File: src/rtl/irq_ctl_pkg.sv
`timescale 1ns/1ps
package irq_ctl_pkg;
   localparam logic [11:0] ADR_EN_SET    = 12'h100;
   localparam logic [11:0] ADR_EN_CLR    = 12'h180;
   localparam logic [11:0] ADR_PD_SET    = 12'h200;
   localparam logic [11:0] ADR_PD_CLR    = 12'h280;
   localparam logic [11:0] ADR_PRIO_BASE = 12'h400;
   localparam logic [11:0] ADR_STATUS    = 12'h600;

   localparam int unsigned EXC_W       = 6;
   localparam int unsigned EXC_BASE    = 16;
   localparam int unsigned ST_ACT_LSB  = 0;
   localparam int unsigned ST_WIN_LSB  = 12;
   localparam int unsigned ST_ANY_BIT  = 22;

   typedef struct packed {
      logic set_en;
      logic clr_en;
      logic set_pd;
      logic clr_pd;
      logic prio;
   } wr_strobe_t;
endpackage

File: src/rtl/irq_line_bank.sv
`timescale 1ns/1ps
module irq_line_bank
   import irq_ctl_pkg::*;
#(
   parameter int unsigned NUM_LINES = 32
) (
   input  logic                 clk,
   input  logic                 rst_n,
   input  logic [NUM_LINES-1:0] irq_in,
   input  wr_strobe_t           wr_stb,
   input  logic [NUM_LINES-1:0] wr_bits,
   input  logic [NUM_LINES-1:0] ack_mask,
   output logic [NUM_LINES-1:0] en_q,
   output logic [NUM_LINES-1:0] pend_q
);
   logic [NUM_LINES-1:0] lvl_q;
   logic [NUM_LINES-1:0] rise;
   logic [NUM_LINES-1:0] en_set, en_clr, pd_set, pd_clr;

   always_comb begin
      rise   = irq_in & ~lvl_q;
      en_set = wr_stb.set_en ? wr_bits : '0;
      en_clr = wr_stb.clr_en ? wr_bits : '0;
      pd_set = (wr_stb.set_pd ? wr_bits : '0) | rise;
      pd_clr = (wr_stb.clr_pd ? wr_bits : '0) | ack_mask;
   end

   always_ff @(posedge clk) begin
      if (!rst_n) begin
         lvl_q  <= '0;
         en_q   <= '0;
         pend_q <= '0;
      end else begin
         lvl_q  <= irq_in;
         en_q   <= (en_q | en_set) & ~en_clr;
         pend_q <= (pend_q | pd_set) & ~pd_clr;
      end
   end

   assert_rise_sets_R4: assert property (@(posedge clk) disable iff (!rst_n)
      (|(rise & ~pd_clr)) |=> ((pend_q & $past(rise & ~pd_clr)) == $past(rise & ~pd_clr)));

   // covers the acknowledge path of R9 as well
   assert_clear_wins_R12: assert property (@(posedge clk) disable iff (!rst_n)
      (|pd_clr) |=> ((pend_q & $past(pd_clr)) == '0));

   assert_enable_set_R1: assert property (@(posedge clk) disable iff (!rst_n)
      wr_stb.set_en |=> ((en_q & $past(wr_bits)) == $past(wr_bits)));
endmodule

File: src/rtl/irq_prio_regs.sv
`timescale 1ns/1ps
module irq_prio_regs #(
   parameter int unsigned NUM_LINES = 32,
   parameter int unsigned PRIO_BITS = 2,
   localparam int unsigned NUM_WORDS = (NUM_LINES + 3) / 4,
   localparam int unsigned WORD_AW   = (NUM_WORDS > 1) ? $clog2(NUM_WORDS) : 1
) (
   input  logic                                clk,
   input  logic                                rst_n,
   input  logic                                wr,
   input  logic [WORD_AW-1:0]                  word_sel,
   input  logic [31:0]                         wdata,
   output logic [31:0]                         rd_data,
   output logic [NUM_LINES-1:0][PRIO_BITS-1:0] prio
);
   logic unused_low_bits;
   assign unused_low_bits = ^wdata;

   for (genvar g = 0; g < NUM_LINES; g++) begin : g_line
      localparam int unsigned WRD  = g / 4;
      localparam int unsigned LANE = g % 4;
      logic [PRIO_BITS-1:0] val_q;
      always_ff @(posedge clk) begin
         if (!rst_n)
            val_q <= '0;
         else if (wr && word_sel == WORD_AW'(WRD))
            val_q <= wdata[8*LANE+7 -: PRIO_BITS];
      end
      assign prio[g] = val_q;
   end

   always_comb begin
      rd_data = '0;
      for (int i = 0; i < NUM_LINES; i++) begin
         if (WORD_AW'(i / 4) == word_sel)
            rd_data[8*(i%4)+7 -: PRIO_BITS] = prio[i];
      end
   end

   assert_prio_hold_R3: assert property (@(posedge clk) disable iff (!rst_n)
      !wr |=> $stable(prio));
endmodule

File: src/rtl/irq_arbiter.sv
`timescale 1ns/1ps
module irq_arbiter #(
   parameter int unsigned NUM_LINES  = 32,
   parameter int unsigned PRIO_BITS  = 2,
   parameter bit          REGISTERED = 1'b0,
   localparam int unsigned IDX_W = (NUM_LINES > 1) ? $clog2(NUM_LINES) : 1
) (
   input  logic                                clk,
   input  logic                                rst_n,
   input  logic [NUM_LINES-1:0]                cand,
   input  logic [NUM_LINES-1:0][PRIO_BITS-1:0] prio,
   output logic                                win_valid,
   output logic [IDX_W-1:0]                    win_idx,
   output logic [PRIO_BITS-1:0]                win_prio
);
   logic                 c_valid;
   logic [IDX_W-1:0]     c_idx;
   logic [PRIO_BITS-1:0] c_prio;

   // strict compare keeps the earliest (lowest) index on ties
   always_comb begin
      c_valid = 1'b0;
      c_idx   = '0;
      c_prio  = '1;
      for (int i = 0; i < NUM_LINES; i++) begin
         if (cand[i] && (!c_valid || prio[i] < c_prio)) begin
            c_valid = 1'b1;
            c_idx   = IDX_W'(i);
            c_prio  = prio[i];
         end
      end
   end

   if (REGISTERED) begin : g_reg
      always_ff @(posedge clk) begin
         if (!rst_n) begin
            win_valid <= 1'b0;
            win_idx   <= '0;
            win_prio  <= '0;
         end else begin
            win_valid <= c_valid;
            win_idx   <= c_idx;
            win_prio  <= c_prio;
         end
      end
   end else begin : g_comb
      assign win_valid = c_valid;
      assign win_idx   = c_idx;
      assign win_prio  = c_prio;

      assert_win_is_cand_R5: assert property (@(posedge clk) disable iff (!rst_n)
         win_valid |-> cand[win_idx]);
      assert_no_win_empty_R5: assert property (@(posedge clk) disable iff (!rst_n)
         (cand == '0) |-> !win_valid);
   end
endmodule

File: src/rtl/irq_prio_ctrl.sv
`timescale 1ns/1ps
module irq_prio_ctrl
   import irq_ctl_pkg::*;
#(
   parameter int unsigned NUM_LINES      = 32,
   parameter int unsigned PRIO_BITS      = 2,
   parameter bit          ARB_REGISTERED = 1'b0
) (
   input  logic                 clk,
   input  logic                 rst_n,
   input  logic [NUM_LINES-1:0] irq_in,
   input  logic                 bus_we,
   input  logic [11:0]          bus_addr,
   input  logic [31:0]          bus_wdata,
   output logic [31:0]          bus_rdata,
   output logic                 irq_req_o,
   input  logic                 ack_i,
   input  logic                 done_i
);
   localparam int unsigned NUM_WORDS = (NUM_LINES + 3) / 4;
   localparam int unsigned WORD_AW   = (NUM_WORDS > 1) ? $clog2(NUM_WORDS) : 1;
   localparam int unsigned IDX_W     = (NUM_LINES > 1) ? $clog2(NUM_LINES) : 1;

   if (NUM_LINES < 2 || NUM_LINES > 32) begin : g_bad_lines
      $error("NUM_LINES must lie in 2..32");
   end
   if (NUM_LINES + EXC_BASE > (1 << EXC_W)) begin : g_bad_exc
      $error("exception numbers overflow the status field");
   end
   if (PRIO_BITS < 1 || PRIO_BITS > 8) begin : g_bad_prio
      $error("PRIO_BITS must lie in 1..8");
   end

   wr_strobe_t                          wr_stb;
   logic [9:0]                          prio_woff;
   logic                                in_prio;
   logic [NUM_LINES-1:0]                en_q, pend_q, ack_mask;
   logic [NUM_LINES-1:0][PRIO_BITS-1:0] prio;
   logic [31:0]                         prio_rd, status_w;
   logic                                win_valid;
   logic [IDX_W-1:0]                    win_idx;
   logic [PRIO_BITS-1:0]                win_prio;
   logic                                act_valid;
   logic [IDX_W-1:0]                    act_idx;
   logic [PRIO_BITS-1:0]                act_prio;
   logic                                ack_fire;

   assign prio_woff = bus_addr[11:2] - ADR_PRIO_BASE[11:2];
   assign in_prio   = (prio_woff < 10'(NUM_WORDS));

   always_comb begin
      wr_stb.set_en = bus_we && (bus_addr == ADR_EN_SET);
      wr_stb.clr_en = bus_we && (bus_addr == ADR_EN_CLR);
      wr_stb.set_pd = bus_we && (bus_addr == ADR_PD_SET);
      wr_stb.clr_pd = bus_we && (bus_addr == ADR_PD_CLR);
      wr_stb.prio   = bus_we && in_prio;
   end

   assign ack_fire = ack_i && irq_req_o;

   always_comb begin
      ack_mask = '0;
      if (ack_fire) ack_mask[win_idx] = 1'b1;
   end

   irq_line_bank #(.NUM_LINES(NUM_LINES)) u_bank (
      .clk      (clk),
      .rst_n    (rst_n),
      .irq_in   (irq_in),
      .wr_stb   (wr_stb),
      .wr_bits  (bus_wdata[NUM_LINES-1:0]),
      .ack_mask (ack_mask),
      .en_q     (en_q),
      .pend_q   (pend_q)
   );

   irq_prio_regs #(.NUM_LINES(NUM_LINES), .PRIO_BITS(PRIO_BITS)) u_prio (
      .clk      (clk),
      .rst_n    (rst_n),
      .wr       (wr_stb.prio),
      .word_sel (prio_woff[WORD_AW-1:0]),
      .wdata    (bus_wdata),
      .rd_data  (prio_rd),
      .prio     (prio)
   );

   irq_arbiter #(
      .NUM_LINES (NUM_LINES),
      .PRIO_BITS (PRIO_BITS),
      .REGISTERED(ARB_REGISTERED)
   ) u_arb (
      .clk       (clk),
      .rst_n     (rst_n),
      .cand      (en_q & pend_q),
      .prio      (prio),
      .win_valid (win_valid),
      .win_idx   (win_idx),
      .win_prio  (win_prio)
   );

   always_ff @(posedge clk) begin
      if (!rst_n) begin
         act_valid <= 1'b0;
         act_idx   <= '0;
         act_prio  <= '0;
      end else if (ack_fire) begin
         act_valid <= 1'b1;
         act_idx   <= win_idx;
         act_prio  <= win_prio;
      end else if (done_i) begin
         act_valid <= 1'b0;
      end
   end

   assign irq_req_o = win_valid && (!act_valid || win_prio < act_prio);

   always_comb begin
      status_w = '0;
      if (act_valid)
         status_w[ST_ACT_LSB +: EXC_W] = EXC_W'(EXC_BASE) + EXC_W'(act_idx);
      if (win_valid)
         status_w[ST_WIN_LSB +: EXC_W] = EXC_W'(EXC_BASE) + EXC_W'(win_idx);
      status_w[ST_ANY_BIT] = |pend_q;
   end

   always_comb begin
      bus_rdata = '0;
      if (bus_addr == ADR_EN_SET || bus_addr == ADR_EN_CLR)
         bus_rdata[NUM_LINES-1:0] = en_q;
      else if (bus_addr == ADR_PD_SET || bus_addr == ADR_PD_CLR)
         bus_rdata[NUM_LINES-1:0] = pend_q;
      else if (in_prio)
         bus_rdata = prio_rd;
      else if (bus_addr == ADR_STATUS)
         bus_rdata = status_w;
   end

   assert_ack_active_R9: assert property (@(posedge clk) disable iff (!rst_n)
      ack_fire |=> (act_valid && act_idx == $past(win_idx)));

   assert_ack_ignored_R9: assert property (@(posedge clk) disable iff (!rst_n)
      (ack_i && !irq_req_o) |=> (act_idx == $past(act_idx)
                                 && act_valid == ($past(act_valid) && !$past(done_i))));

   assert_done_idle_R10: assert property (@(posedge clk) disable iff (!rst_n)
      (done_i && !ack_fire) |=> !act_valid);

   if (!ARB_REGISTERED) begin : g_req_chk
      assert_req_has_cand_R8: assert property (@(posedge clk) disable iff (!rst_n)
         irq_req_o |-> (|(en_q & pend_q)));
   end
endmodule

File: config.mk
export PLATFORM = sky130hd
export DESIGN_NAME = irq_prio_ctrl
export DESIGN_NICKNAME = d
export VERILOG_FILES = /design/src/rtl/irq_ctl_pkg.sv /design/src/rtl/irq_line_bank.sv /design/src/rtl/irq_prio_regs.sv /design/src/rtl/irq_arbiter.sv /design/src/rtl/irq_prio_ctrl.sv
export SDC_FILE = /design/constraint.sdc
export NUM_CORES = 1
export LEC_CHECK = 0
export ABC_AREA = 1
export BUFFER_PORTS_ARGS = -buffer_cell sky130_fd_sc_hd__buf_4
export CAP_MARGIN = 25
export CORE_MARGIN = 1.5
export CORE_UTILIZATION = 25
export CTS_BUF_LIST = sky130_fd_sc_hd__clkbuf_2
export CTS_CLUSTER_DIAMETER = 30
export DETAILED_ROUTE_END_ITERATION = 10
export SLEW_MARGIN = 10
export SYNTH_ARGS = -nofsm -noshare
export SYNTH_HDL_FRONTEND = slang
export SYNTH_SLANG_ARGS = --single-unit
File: constraint.sdc
create_clock -name clk -period 37.6 [get_ports clk]
set_input_delay 7.52 -clock clk [delete_from_list [all_inputs] [get_ports clk]]
set_output_delay 7.52 -clock clk [all_outputs]
set_load 0.05 [all_outputs]
### Word level (Yosys, flattened, before mapping)

Index checks and enable logic that the tools add are counted.

| word-level totals | value |
|---|---|
| memory bits (read-only) | 0 |
| memories | 0 |
| bits in writable memories | 0 |
| flip-flop bits (word level) | 168 |
| logic and storage cells | 364 |
| output and inout port bits | 33 |
| latch bits | 0 |
| input bits | 81 |

| cells by class | value |
|---|---|
| $lt $le $gt $ge | 35 |
| reduce and logical (&&, ||, !) cells | 116 |
| shifts and indexed selects | 0 |
| bitwise logic cells | 11 |
| multiply operators | 0 |
| divide/modulo/power cells | 0 |
| multiplexer cells | 142 |
| $add $sub $neg | 3 |
| eq/ne operators | 19 |

Operators with widths:

| kind | count |
|---|---|
| $mux W32 | 8 |
| $mux W2 | 66 |
| $and A32 B32 Y32 | 4 |
| $or A32 B32 Y32 | 4 |
| $not A32 Y32 | 3 |
| $mux W5 | 16 |
| $lt A2 B2 Y1 | 32 |
| $logic_and A1 B1 Y1 | 47 |
| $mux W1 | 36 |
| $logic_or A1 B1 Y1 | 34 |
| $logic_not A1 Y1 | 32 |
| $mux W4 | 8 |
| $reduce_or A32 Y1 | 1 |
| $eq A12 B10 Y1 const B | 2 |
| $eq A12 B9 Y1 const B | 2 |
| $mux W23 | 1 |
| $add A5 B5 Y6 const A | 2 |
| $eq A12 B11 Y1 const B | 1 |
| $eq A3 B3 Y1 const A | 4 |
| $eq A3 B3 Y1 const B | 4 |
| $mux W3 | 4 |
| $mux W6 | 2 |
| $lt A10 B4 Y1 const B | 1 |
| $sub A10 B9 Y10 const B | 1 |
| other kinds (9) | 11 |

### Depth between registers and ports, before layout

Gate-level depths: netlist (run 1).

| logic depth | value |
|---|---|
| depth in word-level cells | 134 |
| mapped depth | 196 |
| gate-level depth less buffers | 195 |

### Modules after synthesis

A second synthesis (run 1) with hierarchy kept.

| second synthesis, totals | value |
|---|---|
| cell total of the unflattened synthesis | 2036 |
| area total of the unflattened synthesis | 11773.8 um^2 |

Modules (own cells, without submodules):

| module | instances | area an instance (um^2) | sequential area each (um^2) | cells each |
|---|---|---|---|---|
| irq_line_bank | 1 | 4115.2 | 1921.8 | 599 |
| irq_prio_regs | 1 | 3015.4 | 1281.2 | 414 |
| irq_arbiter | 1 | 2716.4 | 0.0 | 624 |
| irq_prio_ctrl | 1 | 1926.8 | 160.2 | 399 |

### Worst setup path after synthesis (run 1)

No wires, ideal clock.

| path | value |
|---|---|
| path type | flip-flop to output port |
| from | register u_bank.pend_q[0] |
| to | output irq_req_o |
| buffers on the path | 0 |
| data arrival time | 13.813 ns |
| stages on the path, launching flop included | 191 |
| path slack | 16.267 ns |
| data required time | 30.080 ns |
| path through | dfxtp_1 > nand2_2 > inv_2 > nand3_2 > nand3_1 > nand2_1 > nand2_2 > nand3_2 > nand2_2 > nand2_2 > nand2_1 > nand2_1 > nor2_1 > nand2_1 > nand2_2 > nand2_2 > nand2_1 > nand2_1 > [155 not listed] > nand2_1 > nor2_1 > nand2_1 > nand2_1 > nand2_2 > nand3_1 > o21ai_0 > ha_1 > nand2_1 > nand2_1 > nand2_1 > nand2_2 > inv_2 > o21ai_0 > ha_1 > nand2_1 > nand2_1 > a21oi_1 |

| between the ends | value |
|---|---|
| longest elaborated chain between the ends | 129 |
| elaborated cells on any way between the ends | 192 |
| classes of those cells | order compare: 32; mux: 64; bitwise: 1; reduce/logical: 95 |

RTL lines:

| item | RTL line | RTL |
|---|---|---|
| start: declaration | irq_line_bank.sv:14 | `output logic [NUM_LINES-1:0] pend_q` |
| start signal: assignment | irq_line_bank.sv:36 | `pend_q <= (pend_q \| pd_set) & ~pd_clr;` |
| $and A32 B32 Y32 * | irq_prio_ctrl.sv:94 | `.cand (en_q & pend_q),` |
| $mux W2 / $mux W1 (equally long branches) | irq_arbiter.sv:26 | `if (cand[i] && (!c_valid \|\| prio[i] < c_prio)) begin` |
| $lt A2 B2 Y1 / $logic_not A1 Y1 (equally long branches) | irq_arbiter.sv:26 |  |
| $logic_or A1 B1 Y1 | irq_arbiter.sv:26 |  |
| $logic_and A1 B1 Y1 | irq_arbiter.sv:26 |  |
| $mux W2 / $mux W1 (equally long branches) | irq_arbiter.sv:26 |  |
| $lt A2 B2 Y1 / $logic_not A1 Y1 (equally long branches) | irq_arbiter.sv:26 |  |
| $logic_or A1 B1 Y1 | irq_arbiter.sv:26 |  |
| [114 not listed] | - |  |
| $lt A2 B2 Y1 / $logic_not A1 Y1 (equally long branches) | irq_arbiter.sv:26 |  |
| $logic_or A1 B1 Y1 | irq_arbiter.sv:26 |  |
| $logic_and A1 B1 Y1 | irq_arbiter.sv:26 |  |
| $mux W2 * | irq_arbiter.sv:26 |  |
| net u_arb.win_prio[1] | irq_arbiter.sv:14 | `output logic [PRIO_BITS-1:0] win_prio` |
| $lt A2 B2 Y1 * | irq_prio_ctrl.sv:115 | `assign irq_req_o = win_valid && (!act_valid \|\| win_prio < act_prio);` |
| $logic_or A1 B1 Y1 * | irq_prio_ctrl.sv:115 |  |
| $logic_and A1 B1 Y1 * | irq_prio_ctrl.sv:115 |  |
| end: declaration | irq_prio_ctrl.sv:16 | `output logic irq_req_o,` |

Mark *: on every way through the listed nets, which the timed path passes. The rest lies on a longest branch.

### Final worst setup path (run 1)

Ends and elaborated chain as after synthesis.

==> summary by stage, run 1 <==
Run status
The run finished with clean final reports.

CTS
CTS saw 168 sinks. Counting along the longest clock path gives a buffer depth of 2. Counting the buffers created by CTS gives 17.

The insertion delay to the later sink of the worst-skew pair is 0.83 ns. In this run the clock root is driven by a sky130_fd_sc_hd__clkbuf_2. After clock tree synthesis, the clock-pin slew on the worst setup and hold paths is 0.25 ns. The H-tree generated during clock tree synthesis spans 4 levels.

The post-cts repair resize count is 0. Buffers inserted to repair hold after CTS numbered 0. Once the clock tree was built, the setup fixing pass inserted 0 buffers. TritonCTS built the clock tree.

Timing
Setup repair after global routing left no endpoint under its margin. After layout, the worst setup slack is 13.48 ns. The pin slew with the least headroom to its limit is 0.885 ns. For this run, the top clock speed supported by timing is 41.5 MHz. The total count of hold-check failures in the final report is 0.

The routed design could run at a clock period as short as 24.12 ns. Adding up every negative setup slack in the final design gives 0 ns. The final period utilization is 64.1%.

The max-slew headroom at the worst pin is 40.5%. Clock skew on the completed layout was measured at 0.0435 ns. The max-slew violation total from the final report is 0. Setup violations remaining at the end of the flow were counted as 0.

Route
Routed signal wires occupy layers up through met4. The count of nets left with antenna violations after detail routing is 0. The first detailed-routing pass took 5 iterations. The length of routed met3 wiring is 2410 um. Wires add up to 37,700 um.

The met2 routed wirelength is 17,000 um. The first routing iteration left 985 violations. After detailed routing, the number of remaining DRC violations is 0. The final route contains 11,500 vias. Dividing the detail-routed via count by the number of cells gives 4.89.

The met1 routed wirelength after detailed routing is 17,300 um. The detailed-route wire length per cell is 16.0 um.

GRT
The largest net degree at the start of global routing is 109. Global routing consumed, over all layers together, 16.9% of the routing resources. The total overflow left after global routing is 0. The number of global-route vias before repair is 10,700. The initial antenna violation count is 1. The first global-routing pass estimated 58,300 um of wire.

Die
In this run the horizontal extent of the chip is 211 um. The die height is 211 um. The standard cell core area is 0.0422 mm^2. The area of the die is 0.0443 mm^2. The number of core rows is 75. Pin placement for this block handled 114 I/O pins.

Once the floorplan was initialized, standard cells occupied 25.5% of the core.

Pwr
The maximum VDD drop is 0.0000178 V. For this design the static power due to leakage is 6.73 nW. The total power of the final layout is 331 uW. The power per unit of standard cell area is 26.6 mW/mm^2.

Worst setup path
The kind of end point of the critical path is an output port. In this design, the critical path's most frequently occurring cell is sky130_fd_sc_hd__nand2_1. The slowest cell on the critical path is sky130_fd_sc_hd__dfxtp_1.

Of all nets on the critical path, the largest fanout is 7. Data on the critical path arrives at its endpoint at 16.60 ns. The critical path is of the reg -> out type.

For the worst setup path, the data required time is 30.08 ns. The worst setup path is launched from a flip-flop. On the worst path, the slowest cell contributes a delay of 0.44 ns.

Yosys
The number of warnings issued by yosys is 0. The cell area that synthesis handed to floorplanning was 0.0108 mm^2. Each instance of the synthesized netlist takes up on average 6.29 um^2. The cell count after synthesis is 1,713. In this run, synthesis produced a sequential element count of 168. Sequential cells were found to cover 31.2% of the synthesized design area.

The post-synthesis net count is 1,796. The count of unique library cells instantiated by Yosys is 42.

Place
The number of placed instances, taps included, is 2,321. The routability congestion estimate from global placement is 0.931. The half-perimeter wire length after detailed placement is 28,100 um. Input and output buffers added on the ports amount to 113. At the placement stage, the worst setup path has a slack of 14.70 ns.

Cells and area
The ratio of cells with drive above 1 in the final layout is 13.8%. The count of placed standard cells in the final layout, fillers left out is 2,355. At the end of the flow the core is filled with cells to 29.4%. The number of nets in the finished design is 1,886. The area added between synthesis and finish is 15.4%.

Job
The max-capacitance violation count is 0.

Hold path
The class of the most critical hold timing path is reg -> reg.
[final timing paths]
| kind | slack [ns] | cells past startpoint | startpoint | endpoint |
|---|---|---|---|---|
| setup / recovery | 13.48 | 187 | u_bank.pend_q[0] | irq_req_o |
| hold / removal | 0.52 | 2 | u_prio.g_line[13].val_q[0] | u_prio.g_line[13].val_q[0] |
| setup reg to reg | 21.19 | 189 | u_bank.pend_q[0] | u_bank.pend_q[1] |
| hold reg to reg | 0.52 | 2 | u_prio.g_line[13].val_q[0] | u_prio.g_line[13].val_q[0] |
[Yosys cell counts]
cell type	instances	area, um^2
sky130_fd_sc_hd__a211oi_1	2	15.0
sky130_fd_sc_hd__a21boi_1	1	7.51
sky130_fd_sc_hd__a21oi_1	89	445
sky130_fd_sc_hd__a21oi_2	1	8.76
sky130_fd_sc_hd__a221oi_1	8	70.1
sky130_fd_sc_hd__a22oi_1	10	75.1
sky130_fd_sc_hd__and2_1	1	6.26
sky130_fd_sc_hd__buf_1	1	3.75
sky130_fd_sc_hd__buf_2	6	30.0
sky130_fd_sc_hd__buf_4	4	30.0
sky130_fd_sc_hd__buf_6	1	11.3
sky130_fd_sc_hd__clkbuf_1	37	139
sky130_fd_sc_hd__clkinv_1	3	11.3
sky130_fd_sc_hd__dfxtp_1	168	3360
sky130_fd_sc_hd__dlygate4sd1_1	4	35.0
sky130_fd_sc_hd__ha_1	2	25.0
sky130_fd_sc_hd__inv_1	391	1470
sky130_fd_sc_hd__inv_2	3	11.3
sky130_fd_sc_hd__nand2_1	348	1310
sky130_fd_sc_hd__nand2_2	61	382
sky130_fd_sc_hd__nand2_4	1	11.3
sky130_fd_sc_hd__nand3_1	103	515
sky130_fd_sc_hd__nand3_2	2	20.0
sky130_fd_sc_hd__nand3_4	1	17.5
sky130_fd_sc_hd__nand4_1	28	175
sky130_fd_sc_hd__nor2_1	106	398
sky130_fd_sc_hd__nor2_2	3	18.8
sky130_fd_sc_hd__nor2_4	1	11.3
sky130_fd_sc_hd__nor3_1	10	50.1
sky130_fd_sc_hd__nor3b_1	1	7.51
sky130_fd_sc_hd__nor4_1	5	31.3
sky130_fd_sc_hd__o2111ai_1	10	87.6
sky130_fd_sc_hd__o211a_1	41	410
sky130_fd_sc_hd__o211ai_1	6	45.0
sky130_fd_sc_hd__o21a_1	1	7.51
sky130_fd_sc_hd__o21ai_0	132	661
sky130_fd_sc_hd__o21ai_1	32	160
sky130_fd_sc_hd__o221a_2	23	259
sky130_fd_sc_hd__o221ai_1	10	87.6
sky130_fd_sc_hd__o22ai_1	40	250
sky130_fd_sc_hd__or2_0	15	93.8
sky130_fd_sc_hd__or2_1	1	6.26
[where the power goes]
group          total [mW]  internal (mW)  switching, mW
Combinational      0.0317         0.0134         0.0184
Clock               0.113         0.0431         0.0697
Sequential          0.186          0.183        0.00320
Total               0.331          0.240         0.0912
[registers in the layout (all words and copies together), names as in the netlist]
register / flops
u_bank.lvl_q: 32
u_bank.en_q: 32
act_prio: 2
act_valid: 1
u_bank.pend_q: 32
u_prio.g_line.val_q: 64
act_idx: 5
[placed cells by master (no fill, tap or decap), types with 40 or more instances in the layout]
| cell type | synthesis | routed |
|---|---|---|
| sky130_fd_sc_hd__a21oi_1 | 89 | 89 |
| sky130_fd_sc_hd__dfxtp_1 | 168 | 168 |
| sky130_fd_sc_hd__o21ai_0 | 132 | 131 |
| sky130_fd_sc_hd__nand2_2 | 61 | 61 |
| sky130_fd_sc_hd__inv_1 | 391 | 391 |
| sky130_fd_sc_hd__nand2_1 | 348 | 348 |
| sky130_fd_sc_hd__buf_4 | 4 | 122 |
| sky130_fd_sc_hd__o22ai_1 | 40 | 40 |
| sky130_fd_sc_hd__o211a_1 | 41 | 41 |
| sky130_fd_sc_hd__nor2_1 | 106 | 106 |
| sky130_fd_sc_hd__nand3_1 | 103 | 102 |
[layout make-up]
| class | count | area (um^2) |
|---|---|---|
| Tap cell | 539 | 674 |
| Clock buffer | 18 | 90.1 |
| Clock inverter | 13 | 179 |
| Timing Repair Buffer | 124 | 941 |
| Antenna cell | 1 | 2.50 |
| Fill cell | 4705 | 29800 |
| Inverter | 397 | 1490 |
| Multi-Input combinational cell | 1095 | 5680 |
| Sequential cell | 168 | 3360 |
[per-layer routing]
metal  vias to the layer above  global-route usage [%]
li1                       5708                       -
met1                      5326                    22.8
met2                       414                    27.6
met3                        61                    2.37
met4                         0                    5.67
met5                         -                       0
[through the flow]
stage / hold slack [ns] / area (um^2)
finish: 0.523 / 12400
global route: 0.544 / 12400
CTS: 0.519 / 12400
detailed placement: 0.493 / 12100
global placement: 0.493 / 12100
floorplan: 0.454 / 10800
[kinds of logic (layout without fill, tap and decap cells)]
kind of cell             Yosys count  in the layout  synth area share (%)
AO/OA/AOI/OAI                    406            406                  24.1
adder cells (fa/ha/maj)            2              2                 0.232
buffers and inverters            450            552                  16.2
flip-flops                       168            168                  31.2
other                              0              1                     0
AND/OR/NAND/NOR                  687            687                  28.3
[critical path, delay by kind of cell (launching register included)]
kind | cells | cell delay (ns)
adders and majority gates | 2 | 0.59
and+or+nand+nor | 179 | 13.53
DFF | 1 | 0.44
AOI/OAI and AO/OA | 4 | 0.85
buffers and inverters | 2 | 0.32
Power figures use the tool's default switching activity.
==> run 2, diff against run 1 <==
==> constraint.sdc (replaced) <==
create_clock -name clk -period 22.9 [get_ports clk]
set_input_delay 4.58 -clock clk [delete_from_list [all_inputs] [get_ports clk]]
set_output_delay 4.58 -clock clk [all_outputs]
set_load 0.05 [all_outputs]
==> summary by stage, run 2 (synthesis results as in run 1) <==
Run status
Run status: complete, no violations (unchanged).

Worst setup path
The maximum fanout count along the critical path came to 7 (unchanged). The kind of start point of the critical path was a flip-flop (unchanged). The maximum cell stage delay along the critical path is 0.40 ns (was 0.44 ns).

The beginning of the critical path is u_bank.pend_q[1] (was u_bank.pend_q[0]). The kind of end point of the critical path is an output port (unchanged). The worst reg-to-reg setup slack is 6.49 ns (was 21.19 ns). The category of the critical setup timing path is reg -> out (unchanged). The worst reg2reg path startpoint is u_bank.pend_q[1] (was u_bank.pend_q[0]).

The data arrival at the endpoint of the critical path came to 16.47 ns (was 16.60 ns). The data required time at the worst endpoint is 18.32 ns (was 30.08 ns). The slowest cell on the critical path is sky130_fd_sc_hd__dfxtp_2 (was sky130_fd_sc_hd__dfxtp_1). The cell repeated most along the worst path is sky130_fd_sc_hd__nand2_1 (unchanged).

CTS
The clock buffer count from CTS came to 17 (unchanged). The maximum clock insertion buffer count came to 2 (unchanged). The insertion delay to the later sink of the worst-skew pair was 0.82 ns (was 0.83 ns). The clock transition at the registers of the reported paths came to 0.29 ns (was 0.25 ns).

The clock sink count is 168 (unchanged). The hold-fix buffer count after cts is 0 (unchanged). The clock tree from TritonCTS was done (unchanged). The cell at the root of the clock tree is sky130_fd_sc_hd__clkbuf_2 (unchanged).

The H-tree level count came to 4 (unchanged).

Route
The count of nets left with antenna violations after detail routing is 0 (unchanged). The per-cell via count in the routed design is 4.84 (was 4.89). The detailed-route wire length per cell is 16.3 um (was 16.0 um). The remaining design rule violation count was 0 (unchanged).

The count of routing violations after the opening detailed-route iteration is 848 (was 985). The first-pass iteration count of the detailed router is 5 (unchanged). The number of vias after detailed routing is 11,500 (about the same). The total wire length is 38,500 um (was 37,700 um).

Cells and area
The number of flip-flops under the largest register name is 64 (unchanged). The ratio of cells with drive above 1 in the final layout is 16.6% (was 13.8%). Commonest non-fill, non-tap cells in the layout: sky130_fd_sc_hd__inv_1 (386), sky130_fd_sc_hd__nand2_1 (331), sky130_fd_sc_hd__dfxtp_1 (161) (was sky130_fd_sc_hd__inv_1 (391), sky130_fd_sc_hd__nand2_1 (348), sky130_fd_sc_hd__dfxtp_1 (168)).

The register with the most flip-flops is u_prio.g_line.val_q (unchanged). The leading cell type in the layout, fill and taps excluded was sky130_fd_sc_hd__inv_1 (unchanged). The area added between synthesis and finish is 18.3% (was 15.4%). The number of nets in the finished design was 1,900 (was 1,886). The final core utilization is 30.2% (was 29.4%).

The fill cell instance count of the final layout is 4,681 (was 4,705).

Timing
The largest clock skew in the final design was 0.0598 ns (was 0.0435 ns). The maximum operating frequency is 47.5 MHz. The max-slew violation total from the final report is 0 (unchanged). The final-layout setup total negative slack is 0 ns (unchanged). RSZ-0062 raised after global routing: true (was false). The setup-violating endpoint count in the final report is 0 (unchanged). The final critical-path required period is 21.05 ns. The total count of hold-check failures in the final report came to 0 (unchanged). The pin slew with the least headroom to its limit was 0.974 ns (was 0.885 ns).

The final period utilization is 91.9%. The max-slew headroom at the worst pin is 35.0% (was 40.5%).

Die
The area of the die is 0.0443 mm^2 (unchanged). The I/O pin count is 114 (unchanged). The standard cell core area is 0.0422 mm^2 (unchanged). The initial core utilization is 25.5% (unchanged). The die height was 211 um (unchanged). The width of the die is 211 um (unchanged). The number of core rows is 75 (unchanged).

Pwr
The net switching power of the design is 149 uW (was 91.2 uW). The part of the power in registers is 58.8% (was 56.3%). The cell internal power dissipation is 372 uW (was 240 uW). The leakage power came to 6.82 nW (was 6.73 nW). The fraction of power spent switching nets is 28.6% (was 27.6%). The combinational group share of total power is 10.0% (was 9.6%). The maximum VDD drop came to 0.0000305 V (was 0.0000178 V). The power per unit of standard cell area is 40.9 mW/mm^2 (was 26.6 mW/mm^2). The clock network fraction of total power was 31.2% (was 34.1%).

Job
The max-capacitance violation count was 0 (unchanged).

GRT
The initial antenna violation count is 1 (unchanged). The wire length of the first global-routing pass is 58,900 um (was 58,300 um). The aggregate global-route resource usage is 17.1% (was 16.9%). The number of global-route vias before repair is 10,500 (was 10,700). The largest net degree at the start of global routing is 107 (was 109). The aggregate global routing overflow is 0 (unchanged).

Hold path
The worst hold path startpoint is u_prio.g_line[11].val_q[0] (was u_prio.g_line[13].val_q[0]). The class of the most critical hold timing path is reg -> reg (unchanged).

Place
The routability congestion estimate from global placement is 0.929 (was 0.931). The half-perimeter wire length after detailed placement came to 28,600 um (was 28,100 um). The count of input and output buffers is 113 (unchanged).
==> run 2: cell types whose count changed in the layout (fill, tap and decap cells not counted), moves of 5 or more <==
cell	change
sky130_fd_sc_hd__nand2_4	+16
sky130_fd_sc_hd__dfxtp_1	-7
sky130_fd_sc_hd__nand2_1	-17
sky130_fd_sc_hd__dfxtp_2	+6
sky130_fd_sc_hd__buf_4	+12
sky130_fd_sc_hd__inv_1	-5
==> run 2: area by class of cell <==
cell class,instances,area [um^2],area share [%]
Sequential cell,168,3370,26.5
Multi-Input combinational cell,1095,5900,46.3
Clock inverter,13,131,1.03
Antenna cell,1,2.50,0.0196
Clock buffer,18,90.1,0.707
Inverter,397,1500,11.8
Tap cell,539,674,5.29
Timing Repair Buffer,138,1070,8.38
==> run 2: path summary, 6_finish.rpt <==
| kind | endpoint | cells after the start |
|---|---|---|
| worst max-delay path | irq_req_o | 188 |
| worst min-delay path | u_prio.g_line[11].val_q[0] | 2 |
| worst min register to register | u_prio.g_line[11].val_q[0] | 2 |
| worst max register to register | u_bank.pend_q[31] | 190 |
==> run 2: power groups by stage <==
stage,Combinational [mW],Clock [mW],Sequential (mW)
6_report,0.0522,0.163,0.306
4_1_cts,0.0516,0.167,0.306
2_1_floorplan,0.0281,0,0.310
5_1_grt,0.0580,0.177,0.307
3_3_place_gp,0.0507,0,0.311
3_5_place_dp,0.0514,0,0.312
==> run 2: repair_timing <==
action / CTS / global route
gates resized for setup: 0 / 72
buffers inserted: 0 / 16
endpoints found under the setup margin: 0 / 7
endpoints found under the hold margin: 0 / 0
==> run 2: through the flow <==
| stage | instances | cell area [um^2] | hold WS (ns) | power [mW] | setup WS, ns |
|---|---|---|---|---|---|
| after floorplan | 1713 | 10800 | 0.454 | 0.338 | 4.51 |
| after global placement | 2320 | 12100 | 0.493 | 0.362 | 3.22 |
| after detailed placement | 2320 | 12100 | 0.490 | 0.363 | 2.66 |
| after CTS | 2351 | 12300 | 0.519 | 0.525 | 1.67 |
| after global routing | 2369 | 12700 | 0.538 | 0.542 | -0.267 |
| final | 2369 | 12700 | 0.519 | 0.521 | 1.85 |
==> run 2: critical path: cells and delay by family (launching register included) <==
kind	cells	cell delay, ns
buffers and inverters	5	0.65
AOI/OAI and AO/OA	3	0.33
adders and majority gates	2	0.52
and+or+nand+nor	178	13.72
DFF	1	0.40
==> run 2: layer usage <==
layer	global-route usage (%)	routed length, um	up-vias	share of wire, %
met3	2.01	2170	38	5.6
met4	4.14	665	0	1.7
met1	23.7	17700	5342	46
met5	0	0	-	0
li1	-	-	5735	-
met2	28.3	18100	361	47
==> run 3, diff against run 2 <==
--- a/config.mk
+++ b/config.mk
@@ -6,12 +6,13 @@
 export NUM_CORES = 1
 export LEC_CHECK = 0
 export ABC_AREA = 1
-export BUFFER_PORTS_ARGS = -buffer_cell sky130_fd_sc_hd__buf_4
+export BUFFER_PORTS_ARGS = -buffer_cell sky130_fd_sc_hd__buf_2
 export CAP_MARGIN = 25
 export CORE_MARGIN = 1.5
 export CORE_UTILIZATION = 25
 export CTS_BUF_LIST = sky130_fd_sc_hd__clkbuf_2
 export CTS_CLUSTER_DIAMETER = 30
+export CTS_CLUSTER_SIZE = 20
 export DETAILED_ROUTE_END_ITERATION = 10
 export SLEW_MARGIN = 10
 export SYNTH_ARGS = -nofsm -noshare
==> summary by stage, run 3 (synthesis results as in run 1) <==
Worst setup path
The category of the critical setup timing path is reg -> out (unchanged). The beginning of the critical path is u_bank.pend_q[0] (was u_bank.pend_q[1]). The slowest cell on the critical path is sky130_fd_sc_hd__dfxtp_4 (was sky130_fd_sc_hd__dfxtp_2). The cell repeated most along the worst path is sky130_fd_sc_hd__nand2_1 (unchanged).

The worst reg2reg path startpoint is u_bank.pend_q[0] (was u_bank.pend_q[1]). The kind of start point of the critical path is a flip-flop (unchanged). The data arrival at the endpoint of the critical path came to 16.74 ns (was 16.47 ns). The data required time at the worst endpoint was 18.32 ns (about the same). The maximum cell stage delay along the critical path came to 0.44 ns (was 0.40 ns). The kind of end point of the critical path was an output port (unchanged). The maximum fanout count along the critical path came to 7 (unchanged).

Timing
The largest clock skew in the final design is 0.0509 ns (was 0.0598 ns). The max-slew headroom at the worst pin is 35.0% (about the same). The final period utilization came to 93.1% (was 91.9%).

The total count of hold-check failures in the final report came to 0 (unchanged). The final critical-path required period was 21.32 ns (was 21.05 ns). The setup-violating endpoint count in the final report was 0 (unchanged).

The max-slew violation total from the final report came to 0 (unchanged). The pin slew with the least headroom to its limit is 0.967 ns (was 0.974 ns). The final worst hold slack was 0.511 ns (was 0.519 ns).

The maximum operating frequency came to 46.9 MHz (was 47.5 MHz). The final worst slack is 1.58 ns (was 1.85 ns).

Cells and area
The ratio of cells with drive above 1 in the final layout is 19.9% (was 16.6%). The final core utilization is 29.9% (was 30.2%). The fill cell instance count of the final layout was 4,706 (was 4,681). The number of flip-flops under the largest register name came to 64 (unchanged). The register with the most flip-flops was u_prio.g_line.val_q (unchanged).

The leading cell type in the layout, fill and taps excluded is sky130_fd_sc_hd__inv_1 (unchanged). Commonest non-fill, non-tap cells in the layout: sky130_fd_sc_hd__inv_1 (387), sky130_fd_sc_hd__nand2_1 (293), sky130_fd_sc_hd__dfxtp_1 (161) (was sky130_fd_sc_hd__inv_1 (386), sky130_fd_sc_hd__nand2_1 (331), sky130_fd_sc_hd__dfxtp_1 (161)). The design area is 0.0126 mm^2 (was 0.0127 mm^2).

The area added between synthesis and finish came to 17.4% (was 18.3%). The number of nets in the finished design is 1,906 (was 1,900).

GRT
The aggregate global routing overflow came to 0 (unchanged). The largest net degree at the start of global routing is 86 (was 107). The aggregate global-route resource usage is 17.3% (was 17.1%). The initial antenna violation count is 1 (unchanged). The number of global-route vias before repair is 10,700 (was 10,500). The wire length of the first global-routing pass came to 59,400 um (was 58,900 um).

CTS
The insertion delay to the later sink of the worst-skew pair is 0.86 ns (was 0.82 ns). The clock transition at the registers of the reported paths came to 0.27 ns (was 0.29 ns). The hold-fix buffer count after cts is 0 (unchanged). The clock sink count is 168 (unchanged). The clock tree from TritonCTS is done (unchanged). The cell at the root of the clock tree is sky130_fd_sc_hd__clkbuf_2 (unchanged). The clock buffer count from CTS is 17 (unchanged). The H-tree level count is 4 (unchanged). The maximum clock insertion buffer count is 2 (unchanged).

Die
The die height is 211 um (unchanged). The width of the die was 211 um (unchanged). The I/O pin count is 114 (unchanged). The area of the die is 0.0443 mm^2 (unchanged). The standard cell core area is 0.0422 mm^2 (unchanged). The number of core rows is 75 (unchanged).

The initial core utilization was 25.5% (unchanged).

Place
The count of input and output buffers is 113 (unchanged). The half-perimeter wire length after detailed placement is 28,800 um (was 28,600 um). The post-placement cell area was 0.0118 mm^2 (was 0.0121 mm^2). The worst setup timing slack at the placement stage is 2.67 ns (was 2.66 ns). The routability congestion estimate from global placement is 0.974 (was 0.929).

Route
The count of routing violations after the opening detailed-route iteration is 853 (was 848). The count of nets left with antenna violations after detail routing is 0 (unchanged). The first-pass iteration count of the detailed router came to 7 (was 5). The uppermost layer routed is met4 (unchanged). The met1 routed wirelength after detailed routing is 17,700 um (about the same). The length of routed met3 wiring is 2270 um (was 2170 um). The per-cell via count in the routed design came to 4.86 (was 4.84). The met2 routed wirelength is 17,900 um (was 18,100 um). The remaining design rule violation count is 0 (unchanged). The total wire length came to 39,200 um (was 38,500 um). The number of vias after detailed routing was 11,600 (was 11,500). The detailed-route wire length per cell is 16.5 um (was 16.3 um).

Run status
Run status: complete, no violations (unchanged).

Pwr
The power per unit of standard cell area is 42.6 mW/mm^2 (was 40.9 mW/mm^2). The leakage power was 6.80 nW (was 6.82 nW). The maximum VDD drop is 0.0000290 V (was 0.0000305 V).

The total power of the final layout is 538 uW (was 521 uW).

Job
The max-capacitance violation count is 0 (unchanged).

Hold path
The class of the most critical hold timing path is reg -> reg (unchanged). The worst hold path startpoint was u_prio.g_line[1].val_q[1] (was u_prio.g_line[11].val_q[0]).
run 3: cell count changes in the layout (fill, tap and decap cells not counted), moves of 6 or more:
| cell | change |
|---|---|
| sky130_fd_sc_hd__buf_2 | +111 |
| sky130_fd_sc_hd__buf_4 | -102 |
| sky130_fd_sc_hd__nand2_1 | -38 |
| sky130_fd_sc_hd__nand2_2 | +38 |
| sky130_fd_sc_hd__nand3_1 | -11 |
| sky130_fd_sc_hd__nand3_2 | +11 |
| sky130_fd_sc_hd__nor2_2 | +7 |
| sky130_fd_sc_hd__inv_6 | +6 |
| sky130_fd_sc_hd__nor2_1 | -6 |
run 3: through the flow:
| step | instances | TNS (ns) |
|---|---|---|
| after floorplan | 1713 | 0 |
| after global placement | 2320 | 0 |
| after detailed placement | 2320 | 0 |
| after CTS | 2352 | 0 |
| after global routing | 2376 | -1.64 |
| final | 2376 | 0 |
run 3: area by class of cell:
class                           count  area [um^2]  area share [%]
Clock inverter                     15          180            1.43
Tap cell                          539          674            5.33
Antenna cell                        1         2.50          0.0198
Clock buffer                       17         85.1           0.673
Timing Repair Buffer              144          807            6.38
Multi-Input combinational cell   1095         6020            47.6
Inverter                          397         1500            11.8
Sequential cell                   168         3370            26.7
run 3: metal layers:
layer	track usage [%]	up-vias
li1	-	5750
met1	23.2	5333
met2	28.1	400
met3	2.44	70
met4	6.31	0
met5	0	-
run 3: path summary, 6_finish.rpt:
| check | end | slack (ns) | depth (start not counted) |
|---|---|---|---|
| min reg2reg | u_prio.g_line[1].val_q[1] | 0.51 | 2 |
| min | u_prio.g_line[1].val_q[1] | 0.51 | 2 |
| max | irq_req_o | 1.58 | 191 |
| max reg2reg | act_idx[0] | 6.26 | 193 |
run 3: where the power goes:
part | internal (mW) | total [mW] | switching, mW
sequential | 0.301 | 0.307 | 0.00536
combinational | 0.0178 | 0.0481 | 0.0303
clock | 0.0559 | 0.184 | 0.128
run 3: timing repair:
item,in CTS,in global routing
buffers inserted,0,23
endpoints found under the setup margin,0,7
resized for setup,0,118
run 3: worst max-delay path: cells and delay by family (launching register included):
kind | cells | cell delay, ns
compound gates | 3 | 0.29
flops | 1 | 0.44
buf+inv | 6 | 0.71
simple gates | 180 | 13.82
fa+ha+maj | 2 | 0.58
